File: config.mk
export PLATFORM = sky130hd
export DESIGN_NAME = adma_engine
export DESIGN_NICKNAME = d
export VERILOG_FILES = /design/src/rtl/adma_pkg.sv /design/src/rtl/adma_fetch.sv /design/src/rtl/adma_tally.sv /design/src/rtl/adma_engine.sv
export SDC_FILE = /design/constraint.sdc
export NUM_CORES = 1
export LEC_CHECK = 0
export BUFFER_PORTS_ARGS = -buffer_cell sky130_fd_sc_hd__buf_2
export CAP_MARGIN = 0
export CORE_MARGIN = 2
export CORE_UTILIZATION = 40
export CTS_CLUSTER_DIAMETER = 200
export DETAILED_ROUTE_END_ITERATION = 10
export PLACE_DENSITY = 0.67
export SYNTH_ARGS = -nofsm -noshare
export SYNTH_HDL_FRONTEND = slang
export SYNTH_SLANG_ARGS = --single-unit
File: constraint.sdc
create_clock -name clk -period 6.7 [get_ports clk]
set_clock_uncertainty 0.15 [all_clocks]
set_input_delay 0.67 -clock clk [delete_from_list [all_inputs] [get_ports clk]]
set_output_delay 0.67 -clock clk [all_outputs]
set_load 0.03 [all_outputs]
File: src/rtl/adma_pkg.sv
// Package adma_pkg
// Shared constants, field positions and helpers for the descriptor DMA
// engine. Assumes 64-bit system addresses and 32-bit descriptor words.
package adma_pkg;

    localparam int ADDR_W      = 64;
    localparam int WORD_W      = 32;
    localparam int HALF_W      = ADDR_W / 2;
    localparam int LEN_W       = 16;
    localparam int MOVE_W      = LEN_W + 1;
    localparam int NARROW_SIZE = 8;
    localparam int WIDE_SIZE   = 12;

    // Attribute bit positions
    localparam int A_VALID = 0;
    localparam int A_END   = 1;
    localparam int A_INT   = 2;
    localparam int A_ACT_LO = 4;

    // Engine select value that enables this engine
    localparam logic [1:0] SEL_DESC = 2'b10;

    typedef enum logic [1:0] {
        ACT_NOP  = 2'b00,
        ACT_RSV  = 2'b01,
        ACT_MOVE = 2'b10,
        ACT_LINK = 2'b11
    } act_e;

    // State codes captured in the error status
    localparam logic [1:0] ES_STOP  = 2'b00;
    localparam logic [1:0] ES_FETCH = 2'b01;
    localparam logic [1:0] ES_MOVE  = 2'b11;

    typedef enum logic [1:0] {
        ST_IDLE  = 2'b00,
        ST_FETCH = 2'b01,
        ST_MOVE  = 2'b10
    } eng_st_e;

    // Byte count of a length field; zero encodes the maximum
    function automatic logic [MOVE_W-1:0] len_bytes(input logic [LEN_W-1:0] l);
        return (l == '0) ? MOVE_W'(1) << LEN_W : {1'b0, l};
    endfunction

    // Pointer as seen in the selected address mode
    function automatic logic [ADDR_W-1:0] mode_ptr(input logic [ADDR_W-1:0] p,
                                                   input logic wide);
        return wide ? p : {{HALF_W{1'b0}}, p[HALF_W-1:0]};
    endfunction

endpackage

File: src/rtl/adma_fetch.sv
// Module adma_fetch
// Reads one descriptor as two (narrow) or three (wide) consecutive 32-bit
// words from a single-outstanding read port and presents its decoded fields.
// Assumes go is only pulsed while no fetch is in progress; fields stay
// valid from the done pulse until the next go.
module adma_fetch
    import adma_pkg::*;
(
    input  logic              clk,
    input  logic              rst_n,
    input  logic              go,
    input  logic              wide,
    input  logic [ADDR_W-1:0] base,
    output logic              rd_req,
    output logic [ADDR_W-1:0] rd_addr,
    input  logic              rd_valid,
    input  logic [WORD_W-1:0] rd_data,
    output logic              done,
    output logic              f_valid,
    output logic              f_end,
    output logic              f_int,
    output act_e              f_act,
    output logic [LEN_W-1:0]  f_len,
    output logic [ADDR_W-1:0] f_addr
);

    localparam int IDX_W = 2;

    logic             active;
    logic [IDX_W-1:0] idx;
    logic [IDX_W-1:0] last_idx;

    // Index of the final word of a descriptor in the current mode
    assign last_idx = wide ? IDX_W'(2) : IDX_W'(1);

    // Word address: base plus four bytes per word already read
    assign rd_req  = active;
    assign rd_addr = base + ADDR_W'({idx, 2'b00});

    // Word sequencer and field capture
    always_ff @(posedge clk) begin
        if (!rst_n) begin
            active  <= 1'b0;
            idx     <= '0;
            done    <= 1'b0;
            f_valid <= 1'b0;
            f_end   <= 1'b0;
            f_int   <= 1'b0;
            f_act   <= ACT_NOP;
            f_len   <= '0;
            f_addr  <= '0;
        end else begin
            done <= 1'b0;
            if (go) begin
                active <= 1'b1;
                idx    <= '0;
                f_addr <= '0;
            end else if (active && rd_valid) begin
                case (idx)
                    2'd0: begin
                        f_valid <= rd_data[A_VALID];
                        f_end   <= rd_data[A_END];
                        f_int   <= rd_data[A_INT];
                        f_act   <= act_e'(rd_data[A_ACT_LO +: 2]);
                        f_len   <= rd_data[WORD_W-1 -: LEN_W];
                    end
                    2'd1:    f_addr[HALF_W-1:0]      <= rd_data;
                    default: f_addr[ADDR_W-1:HALF_W] <= rd_data;
                endcase
                if (idx == last_idx) begin
                    active <= 1'b0;
                    done   <= 1'b1;
                end else begin
                    idx <= idx + 1'b1;
                end
            end
        end
    end

endmodule

File: src/rtl/adma_tally.sv
// Module adma_tally
// Sums the byte counts of all transfer descriptors in a chain and compares
// the sum with the programmed total. One extra accumulator bit keeps a sum
// that overshoots the total from wrapping back to equality.
module adma_tally
    import adma_pkg::*;
#(
    parameter int TOTAL_W = 32
) (
    input  logic               clk,
    input  logic               rst_n,
    input  logic               clr,
    input  logic               add,
    input  logic [MOVE_W-1:0]  add_bytes,
    input  logic [TOTAL_W-1:0] total,
    output logic               mismatch
);

    localparam int ACC_W = TOTAL_W + 1;

    logic [ACC_W-1:0] acc;

    // Running sum of transferred bytes
    always_ff @(posedge clk) begin
        if (!rst_n)
            acc <= '0;
        else if (clr)
            acc <= '0;
        else if (add)
            acc <= acc + ACC_W'(add_bytes);
    end

    // Disagreement between the sum and the expected total
    assign mismatch = (acc != {1'b0, total});

endmodule

File: src/rtl/adma_engine.sv
// Module adma_engine
// Top of the descriptor DMA engine. Accepts a start when selected, walks
// the descriptor chain through adma_fetch, hands transfers to an external
// data mover, follows links, and finishes on the End bit with a byte-count
// check. Errors stop the walk and are held until the next accepted start.
// Assumes the configuration inputs are stable while busy.
module adma_engine
    import adma_pkg::*;
#(
    parameter int TOTAL_W = 32
) (
    input  logic               clk,
    input  logic               rst_n,
    input  logic [1:0]         cfg_dma_sel,
    input  logic               cfg_addr64,
    input  logic [ADDR_W-1:0]  cfg_desc_ptr,
    input  logic [TOTAL_W-1:0] cfg_byte_total,
    input  logic               start,
    output logic               rd_req,
    output logic [ADDR_W-1:0]  rd_addr,
    input  logic               rd_valid,
    input  logic [WORD_W-1:0]  rd_data,
    output logic               mv_req,
    output logic [ADDR_W-1:0]  mv_addr,
    output logic [MOVE_W-1:0]  mv_len,
    input  logic               mv_done,
    output logic               busy,
    output logic               done,
    output logic               desc_irq,
    output logic               err_irq,
    output logic [2:0]         err_status
);

    eng_st_e           st;
    logic [ADDR_W-1:0] ptr;
    logic              mode64_q;
    logic              fetch_go;

    logic              f_done;
    logic              f_valid;
    logic              f_end;
    logic              f_int;
    act_e              f_act;
    logic [LEN_W-1:0]  f_len;
    logic [ADDR_W-1:0] f_addr;

    logic              start_ok;
    logic              advance;
    logic [1:0]        adv_code;
    logic              mismatch;
    logic              tally_add;
    logic [ADDR_W-1:0] desc_size;
    logic [ADDR_W-1:0] ptr_next;

    adma_fetch u_fetch (
        .clk      (clk),
        .rst_n    (rst_n),
        .go       (fetch_go),
        .wide     (mode64_q),
        .base     (ptr),
        .rd_req   (rd_req),
        .rd_addr  (rd_addr),
        .rd_valid (rd_valid),
        .rd_data  (rd_data),
        .done     (f_done),
        .f_valid  (f_valid),
        .f_end    (f_end),
        .f_int    (f_int),
        .f_act    (f_act),
        .f_len    (f_len),
        .f_addr   (f_addr)
    );

    adma_tally #(.TOTAL_W(TOTAL_W)) u_tally (
        .clk       (clk),
        .rst_n     (rst_n),
        .clr       (start_ok),
        .add       (tally_add),
        .add_bytes (len_bytes(f_len)),
        .total     (cfg_byte_total),
        .mismatch  (mismatch)
    );

    // Start is taken only when idle and this engine is selected
    assign start_ok  = (st == ST_IDLE) && start && (cfg_dma_sel == SEL_DESC);
    // Count a transfer's bytes as soon as it is decoded
    assign tally_add = (st == ST_FETCH) && f_done && f_valid && (f_act == ACT_MOVE);
    // Stride to the following slot and the pointer it gives
    assign desc_size = mode64_q ? ADDR_W'(WIDE_SIZE) : ADDR_W'(NARROW_SIZE);
    assign ptr_next  = mode_ptr(ptr + desc_size, mode64_q);
    assign busy      = (st != ST_IDLE);

    // Detects a completed descriptor action and the state it completed in
    always_comb begin
        advance  = 1'b0;
        adv_code = ES_FETCH;
        if (st == ST_FETCH && f_done && f_valid && f_act != ACT_MOVE) begin
            advance = 1'b1;
        end else if (st == ST_MOVE && mv_done) begin
            advance  = 1'b1;
            adv_code = ES_MOVE;
        end
    end

    // Engine sequencing, mover request and status capture
    always_ff @(posedge clk) begin
        if (!rst_n) begin
            st         <= ST_IDLE;
            ptr        <= '0;
            mode64_q   <= 1'b0;
            fetch_go   <= 1'b0;
            mv_req     <= 1'b0;
            mv_addr    <= '0;
            mv_len     <= '0;
            done       <= 1'b0;
            desc_irq   <= 1'b0;
            err_irq    <= 1'b0;
            err_status <= {1'b0, ES_STOP};
        end else begin
            fetch_go <= 1'b0;
            done     <= 1'b0;
            desc_irq <= 1'b0;
            case (st)
                ST_IDLE: begin
                    if (start_ok) begin
                        mode64_q   <= cfg_addr64;
                        ptr        <= mode_ptr(cfg_desc_ptr, cfg_addr64);
                        fetch_go   <= 1'b1;
                        err_irq    <= 1'b0;
                        err_status <= {1'b0, ES_STOP};
                        st         <= ST_FETCH;
                    end
                end
                ST_FETCH: begin
                    if (f_done) begin
                        if (!f_valid) begin
                            err_irq    <= 1'b1;
                            err_status <= {1'b0, ES_FETCH};
                            st         <= ST_IDLE;
                        end else if (f_act == ACT_MOVE) begin
                            mv_req  <= 1'b1;
                            mv_addr <= mode_ptr(f_addr, mode64_q);
                            mv_len  <= len_bytes(f_len);
                            st      <= ST_MOVE;
                        end else if (f_act == ACT_LINK) begin
                            ptr <= mode_ptr(f_addr, mode64_q);
                        end else begin
                            ptr <= ptr_next;
                        end
                    end
                end
                ST_MOVE: begin
                    if (mv_done) begin
                        mv_req <= 1'b0;
                        ptr    <= ptr_next;
                    end
                end
                default: st <= ST_IDLE;
            endcase

            // Finish or continue after a completed action
            if (advance) begin
                desc_irq <= f_int;
                if (f_end) begin
                    st <= ST_IDLE;
                    if (mismatch) begin
                        err_irq    <= 1'b1;
                        err_status <= {1'b1, adv_code};
                    end else begin
                        done <= 1'b1;
                    end
                end else begin
                    fetch_go <= 1'b1;
                    st       <= ST_FETCH;
                end
            end
        end
    end

endmodule

# After elaboration in Yosys (flattened, before gate mapping)
# Cells that the tools add are included.
[word_totals] reg_bits=278 latch_bits=0 ram_bits=0 mem_bits_ro=0 in_bits=136 elab_cells=134 mem_count=0
[op_classes] add_sub_neg=4 multipliers=0 n_div=0 magnitude_cmp=0 eq_ne=19 shifts=0 mux=52 n_bitwise=5 reduce_logical=32
[op_table] operator="64-bit 2-to-1 mux" count=9
[op_table] operator="64-bit case mux with 3 select lines" count=1
[op_table] operator="64-bit by 4-bit adder with 64-bit output" count=2
[op_table] operator="33-bit by 17-bit adder with 33-bit output" count=1
[op_table] operator="33-bit by 32-bit inequality test with 1-bit output" count=1
[op_table] operator="1-bit 2-to-1 mux" count=22
[op_table] operator="3-bit 2-to-1 mux" count=7
[op_table] operator="17-bit 2-to-1 mux" count=1
[op_table] operator="16-bit logical NOT" count=1
[op_table] operator="2-bit 2-to-1 mux" count=8
[op_table] operator="2-bit inequality test, second input constant" count=6
[op_table] operator="2-bit AND reduction" count=6
[op_table] operator="2-bit equality test, second input constant" count=4
[op_table] operator="1-bit logical AND" count=8
[op_table] operator="4-bit AND reduction" count=2
[op_table] operator="2-bit nonzero test" count=4
[op_table] operator="2-bit case mux with 3 select lines" count=1
[op_table] operator="3-bit case mux with 2 select lines" count=1
[op_table] operator="3-bit AND reduction" count=2
[op_table] operator="6-bit AND reduction" count=1
[op_table] operator="2-bit OR reduction" count=3
[op_table] operator="1-bit inverter" count=5
[op_table] operator="5-bit AND reduction" count=1
[op_table] operator="2-bit by 1-bit equality test with 1-bit output, second input constant" count=2
[op_table] operator="10 further kinds" count=13

# Logic depth before layout (Yosys ltp)
# Gate-level depths: netlist of the first run.
[logic_depth] ltp_word=8 mapped_depth=12 mapped_depth_nobuf=9

# Cells and area by module
# Synthesis of the first run repeated with hierarchy kept, for this count alone.
[unflattened] hier_cells=2163 area_unflattened_um2=16314.4
[modules_own_cells] module="adma_engine" n_inst=1 cells_each=1220 area_each_um2=8876.0 seq_area_each_um2=3123.0
[modules_own_cells] module="adma_fetch" n_inst=1 cells_each=603 area_each_um2=4685.7 seq_area_each_um2=1781.7
[modules_own_cells] module="adma_tally" n_inst=1 cells_each=340 area_each_um2=2752.6 seq_area_each_um2=660.6

# Worst setup path after synthesis of the first run
# OpenSTA, ideal clock, no wires.
[synth_path] path_kind="register to output" startpoint="register u_fetch.idx[0]" endpoint="output port rd_addr[62]" arrival_ps=2722 required_time_ps=5880 path_slack_ps=3158 stages_incl_launch_ff=8 path_buffers=0 cell_sequence="dfxtp_1 -> ha_1 -> inv_1 -> fa_1 -> or3_4 -> or4_4 -> nor3_2 -> xor2_1"
[synth_via] elab_chain_len=1
[synth_rtl] item="from (decl)" line_no="adma_fetch.sv:30" text="logic [IDX_W-1:0] idx;"
[synth_rtl] item="from (signal assigned)" line_no="adma_fetch.sv:74" text="idx <= idx + 1'b1;"
[synth_rtl] item="64-bit by 4-bit adder with 64-bit output" line_no="adma_fetch.sv:38" text="assign rd_addr = base + ADDR_W'({idx, 2'b00});"
[synth_rtl] item="to (decl)" line_no="adma_engine.sv:20" text="output logic [ADDR_W-1:0] rd_addr,"
# No other way between the ends.

# Worst setup path in the final report of the first run
[layout_path] startpoint="register u_fetch.idx[0]" endpoint="output port rd_addr[50]"
# The elaborated chain is that of the path after synthesis.

==> flow_metrics.tcl, run 1 <==
set metrics [dict create \
    period_share_pct 63.49 \
    synth_area_leaders "dfxtp_1 35%, nand2_1 12%, a21boi_0 5.4%" \
    worstMarginPinSlew_ps 1179 \
    cts_tree "built" \
    ys_seq_elements 278 \
    synth_common_cells "508 x nand2_1, 278 x dfxtp_1, 144 x a21oi_1" \
    vias 16510 \
    rr_startpoint "st[0]$_SDFFE_PN0P_" \
    finalHoldWorstSlack_ps 276.3 \
    r2r_cells 8 \
    worstSetupPathType "register to primary output" \
    synth_edf_count 0 \
    endpoint_kind "primary output" \
    clk_pin_slew_worst_paths_ps 60 \
    cp_slowest_cell "nor4_4" \
    drt_pass1_iterations 6 \
    cts_hold_buf 0 \
    maxCapViolCount 0 \
    route.detailed.drc 0 \
    syn_area_per_cell_um2 7.509 \
    drv_slew 0 \
    cts_made_buffers 34 \
    dieWidth_um 204.7 \
    hold_viol 0 \
    critPathLaunch "u_fetch.idx[0]$_SDFFE_PP0P_" \
    arrival_ps 3430 \
    powerDensity_nw_per_um2 218.8 \
    post-cts-setup-buffers 0 \
    synthCells 2146 \
    seq_area_um2 5565 \
    drtIter0Drc 1513 \
    peakVddDrop_mv 0.1663 \
    place.gp.congestion 0.9808 \
    ys_seq_area_share_pct 34.54 \
    synth-compound-area-share_pct 21.06 \
    seqPwrFrac_pct 42.2 \
    grt_usage_pct 28.99 \
    p_comb_share_pct 9.7 \
    port_buffers 289 \
    cp.depth 9 \
    dieHeight_um 204.7 \
    clk_latency_ps 510 \
    synth.distinct_cells 81 \
    syn_nets 2311 \
    status "completed" \
    grt_pass1_wl_mm 93.45 \
    die_area_um2 41910 \
    netSwitchingPower_uw 1064 \
    synth_top_flop_cell "dfxtp_1" \
    synth_top_family_by_area "simple AND/OR/NAND/NOR gates" \
    cp_max_fo 6 \
    async_flop_share_pct 0 \
    ctsResizeCount 0 \
    yosysMostFrequentCell "nand2_1" \
    synthAdderAreaFrac_pct 2.345 \
    drive_gt1_share_pct 17.44 \
    io_pins 290 \
    clk_path_buf_depth 3 \
    grt_pass1_vias 15490 \
    multi_input_area_um2 9789 \
    min_path_cells 3 \
    swShare_pct 25.82 \
    crit_family "simple AND/OR/NAND/NOR gates" \
    synthMuxAreaShare_pct 0.8774 \
    rsz0062_at_grt "false" \
    start_util_pct 40.56 \
    wl_per_cell_um 21.94 \
    routed_via_density 5.786 \
    yosys.area.top_type "dfxtp_1" \
    layout_min_cycle_time_ps 4254 \
    num-fill-cells 3985 \
    p_int_uw 3058 \
    clock_power_share_pct 48.1 \
    max_clock_freq_ghz 0.2351 \
    slowest_delay_ps 520 \
    grt_max_degree 90 \
    crit_required_ps 5880 \
    crit_buf_inv 2 \
    rows 73 \
    setup_viol 0 \
    core_um2 39730 \
    ctsRootBufferMaster "clkbuf_16" \
    h-tree-depth 2 \
    maxSlewHeadroom_pct 21.43 \
    syn-cell-area_um2 16110 \
    syn_to_final_growth_pct 16.91 \
    nets 2470 \
    synthXorXnorAreaFrac_pct 7.827 \
    hpwlAfterDp_mm 46.57 \
    min_from "rd_data[0]" \
    setup_tns_ps 0 \
    cts_sinks 278 \
    grt_remaining_overflow 0 \
    hold_path_class "input port to register" \
    yosys.area_share.simple_pct 28.29 \
    antenna_found_initial 5 \
    critPathLaunchType "register" \
    synth_top_area_share_pct 34.54 \
    wl_mm 62.61 \
    cp_cell_sequence "ha_1, inv_1, fa_1, or3_4, nor4_4, and2_1, nand2_1, xnor2_1, buf_2" \
    drtAntennaViolNets 0 \
    yosysWarnings 0 \
    leakage_uw 0.007219 \
]
==> path summary, 6_finish.rpt <==
path	to	slack, ps
worst max register to register	ptr[52]$_SDFFE_PN0P_	3130
worst min register to register	mv_addr[19]$_SDFFE_PN0P_	310
worst max-delay path	rd_addr[50]	2450
worst min-delay path	u_fetch.f_addr[32]$_SDFFE_PP0P_	280
==> layout by cell type (no fill, tap or decap), types with 8 or more instances in the layout <==
master	netlist	final
nand2_1	508	508
buf_2	27	288
dfxtp_1	278	278
a21oi_1	144	143
a21boi_0	116	116
nor2_1	103	101
nand3_1	96	96
o21ai_0	87	87
xnor2_1	76	76
xor2_1	68	68
nand4_1	36	36
clkbuf_16	0	35
nor3_1	35	34
o211ai_1	31	31
a22oi_1	28	28
ha_1	27	26
and2_1	26	25
and3_1	21	21
nor4_1	20	20
nand2b_1	20	19
inv_1	18	18
a211oi_1	18	18
nor2b_1	17	16
buf_4	7	16
a31oi_1	15	15
and4_1	14	14
mux2i_1	13	13
or3_1	10	10
a21o_1	8	8
clkbuf_8	0	8
==> power groups by stage <==
stage | clock [uW] | combinational, uW | sequential [uW]
2_1_floorplan | 0 | 279 | 1730
3_3_place_gp | 0 | 390 | 1770
3_5_place_dp | 0 | 395 | 1770
4_1_cts | 2000 | 397 | 1740
5_1_grt | 2070 | 431 | 1740
6_report | 1980 | 401 | 1740
==> routing by layer <==
layer	vias up	GRT usage, %	wire, um
met5	-	0	56
met4	8	10.20	2210
met3	127	6.554	5980
met2	769	45.81	28170
met1	7854	38.70	26190
li1	7755	-	-
==> cell families after synthesis <==
| logic type | after synthesis |
|---|---|
| AND/OR/NAND/NOR | 961 |
| flip-flops | 278 |
| multiplexers | 14 |
| XOR/XNOR | 144 |
| AO/OA/AOI/OAI | 521 |
| buffers and inverters | 199 |
| adder cells (fa/ha/maj) | 29 |
==> sequential cells by signal, summed over array words and instances, names as in the netlist, 3 cells and up <==
signal	cells
err_status	3
mv_addr	64
mv_len	17
ptr	64
u_fetch.f_addr	64
u_fetch.f_len	16
u_tally.acc	33
==> worst reg2reg max path, delay by kind of cell (launching register included) <==
kind,cells,cell delay [ps]
compound gates,1,210
fa+ha+maj,1,310
buf+inv,2,670
flops,1,380
simple gates,4,1790
==> metrics by stage <==
stage	total power (uW)	worst slack, ps	instances	instance area (um2)	util (%)
2_1_floorplan	2014	3158	2146	16110	-
3_3_place_gp	2163	3080	2794	17640	44.40
3_5_place_dp	2169	3011	2794	17640	44.40
4_1_cts	4134	2454	2853	18840	47.41
5_1_grt	4249	2272	2854	18840	47.42
6_report	4123	2446	2854	18840	47.42
==> cell type report <==
class | count | area share [%]
Timing Repair Buffer | 304 | 8.289
Clock buffer | 47 | 5.313
Sequential cell | 278 | 29.54
Antenna cell | 1 | 0.01328
Tap cell | 525 | 3.487
Clock inverter | 12 | 1.036
Multi-Input combinational cell | 1669 | 51.96
Inverter | 18 | 0.3586
No activity file was read; power rests on OpenSTA's default activity.
==> inputs of run 2 (changes only) <==
==> constraint.sdc (replaced) <==
create_clock -name clk -period 4.3 [get_ports clk]
set_clock_uncertainty 0.15 [all_clocks]
set_input_delay 0.43 -clock clk [delete_from_list [all_inputs] [get_ports clk]]
set_output_delay 0.43 -clock clk [all_outputs]
set_load 0.03 [all_outputs]
==> run 2 against run 1 <==
Compared with the run above:
- sequential power grew 56%
- critical path depth is the same
- register-to-register slack worse by 2200 ps
- power increased by 56%
- global-route usage down 0.47 points
- combinational power up 63%
- critical path type unchanged
- highest routed layer unchanged
==> flow_metrics.tcl, run 2 (synthesis results as in run 1) <==
set metrics [dict create \
    core_um2 39730 \
    crit_family "simple AND/OR/NAND/NOR gates" \
    status "completed" \
    drv_slew 0 \
    clock_power_share_pct 47.9 \
    cp_cell_sequence "ha_1, inv_1, fa_1, or3_4, nor4_4, and2_1, nand2_1, xnor2_1, buf_2" \
    most-common-layout-cells "508 x nand2_1, 288 x buf_2, 278 x dfxtp_1, 143 x a21oi_1, 116 x a21boi_0" \
    worstSetupPathType "register to primary output" \
    endpoint_kind "primary output" \
    hold_path_class "input port to register" \
    port_buffers 289 \
    grt_pass1_wl_mm 92.12 \
    max_clock_freq_ghz 0.2476 \
    rsz0062_at_grt "false" \
    vias 16640 \
    grt_usage_pct 28.52 \
    h-tree-depth 1 \
    dieHeight_um 204.7 \
    grt_pass1_vias 15320 \
    cts_tree "built" \
    rows 73 \
    seqPwrFrac_pct 42.0 \
    ctsRootBufferMaster "clkbuf_16" \
    syn_to_final_growth_pct 19.16 \
    clk_latency_ps 590 \
    drtAntennaViolNets 0 \
    leakage_uw 0.007369 \
    netSwitchingPower_uw 1680 \
    powerDensity_nw_per_um2 335.6 \
    slowest_delay_ps 500 \
    place.gp.congestion 0.9531 \
    p_int_uw 4763 \
    dieWidth_um 204.7 \
    cp_slowest_cell "fa_1" \
    grt_remaining_overflow 0 \
    drtIter0Drc 1553 \
    clk_path_buf_depth 3 \
    crit_buf_inv 2 \
    nets 2508 \
    cp_max_fo 6 \
    maxCapViolCount 0 \
    hpwlAfterDp_mm 46.30 \
    post-cts-setup-buffers 0 \
    layout_min_cycle_time_ps 4039 \
    period_share_pct 93.94 \
    hold_viol 0 \
    drt_pass1_iterations 5 \
    swShare_pct 26.07 \
    route.detailed.drc 0 \
    final_util_pct 48.33 \
    worstMarginPinSlew_ps 1270 \
    wl_per_cell_um 21.49 \
    cts_sinks 278 \
    setup_viol 0 \
    die_area_um2 41910 \
    drive_gt1_share_pct 17.69 \
    clk_pin_slew_worst_paths_ps 60 \
    critPathLaunchType "register" \
    reg_top3 "mv_addr: 64 flops, ptr: 64 flops, u_fetch.f_addr: 64 flops" \
    maxSlewHeadroom_pct 15.12 \
    peakVddDrop_mv 0.3193 \
    p_comb_share_pct 10.2 \
    antenna_found_initial 5 \
    cts_made_buffers 31 \
    crit_required_ps 3720 \
    layout_commonest_cell "nand2_1" \
    io_pins 290 \
    grt_max_degree 78 \
    start_util_pct 40.56 \
    routed_via_density 5.742 \
    wl_mm 62.29 \
    arrival_ps 3460 \
    setup_tns_ps 0 \
    power_uw 6443 \
]
run 2: cell count changes in the layout (fill, tap and decap cells not counted), sizes merged:
cell,previous run,this run
dlygate4sd3,0,29
clkinv,5,6
buf,304,316
bufinv,5,8
clkbuf,47,39
diode,1,5
inv,19,20
clkinvlp,1,3
run 2: final cells by class:
cell class	instances	area, um2
antenna	5	12.51
clock buffer	39	865.8
clock inverter	19	310.3
fill	3938	20530
inverter	18	67.56
multi-input combinational	1669	9781
sequential	278	5565
tap	525	656.9
timing repair buffer	345	1942
run 2: final timing paths:
check | startpoint | to | slack (ps) | cells past startpoint
setup / recovery | u_fetch.idx[0]$_SDFFE_PP0P_ | rd_addr[50] | 260 | 9
hold / removal | cfg_desc_ptr[17] | ptr[17]$_SDFFE_PN0P_ | 20 | 3
setup reg to reg | st[1]$_SDFFE_PN0P_ | ptr[60]$_SDFFE_PN0P_ | 950 | 9
hold reg to reg | mv_addr[55]$_SDFFE_PN0P_ | mv_addr[55]$_SDFFE_PN0P_ | 310 | 2
run 2: timing repair:
item,CTS,global route
resized for setup,0,0
endpoints found under the setup margin,0,0
hold buffers,29,0
endpoints found under the hold margin,60,0
run 2: power by group through the flow:
stage                     Sequential (uW)  Clock [uW]  Combinational, uW
after floorplan                      2700           0                435
after global placement               2760           0                615
after detailed placement             2760           0                624
after CTS                            2700        3120                648
after global routing                 2710        3220                703
final                                2710        3080                655
run 2: metrics by stage:
stage                     instances  setup WS (ps)  area (um2)  hold slack (ps)
after floorplan                2146          998.3       16110            289.0
after global placement         2806          939.4       17720            301.4
after detailed placement       2806          861.4       17720            306.2
after CTS                      2893          247.6       19190           0.1669
after global routing           2895          110.2       19190            7.078
final                          2898          260.6       19200            16.08
run 2: routing by layer:
metal / part of all wire (%) / GRT usage (%) / up-vias
met1: 43 / 39.01 / 7899
met5: 0.021 / 0 / -
met4: 3.6 / 10.61 / 2
met2: 45 / 44.80 / 774
li1: - / - / 7856
met3: 8.6 / 4.948 / 109
run 2: worst reg2reg max path, cell delays in order, from the launching register on:
cell and delay, ps:
dfxtp_1 360, inv_1 90, ha_1 480, and3b_1 400, a211oi_1 280, and2_2 670, buf_4 390, o21ai_0 150
a22oi_1 190, nor2_1 80
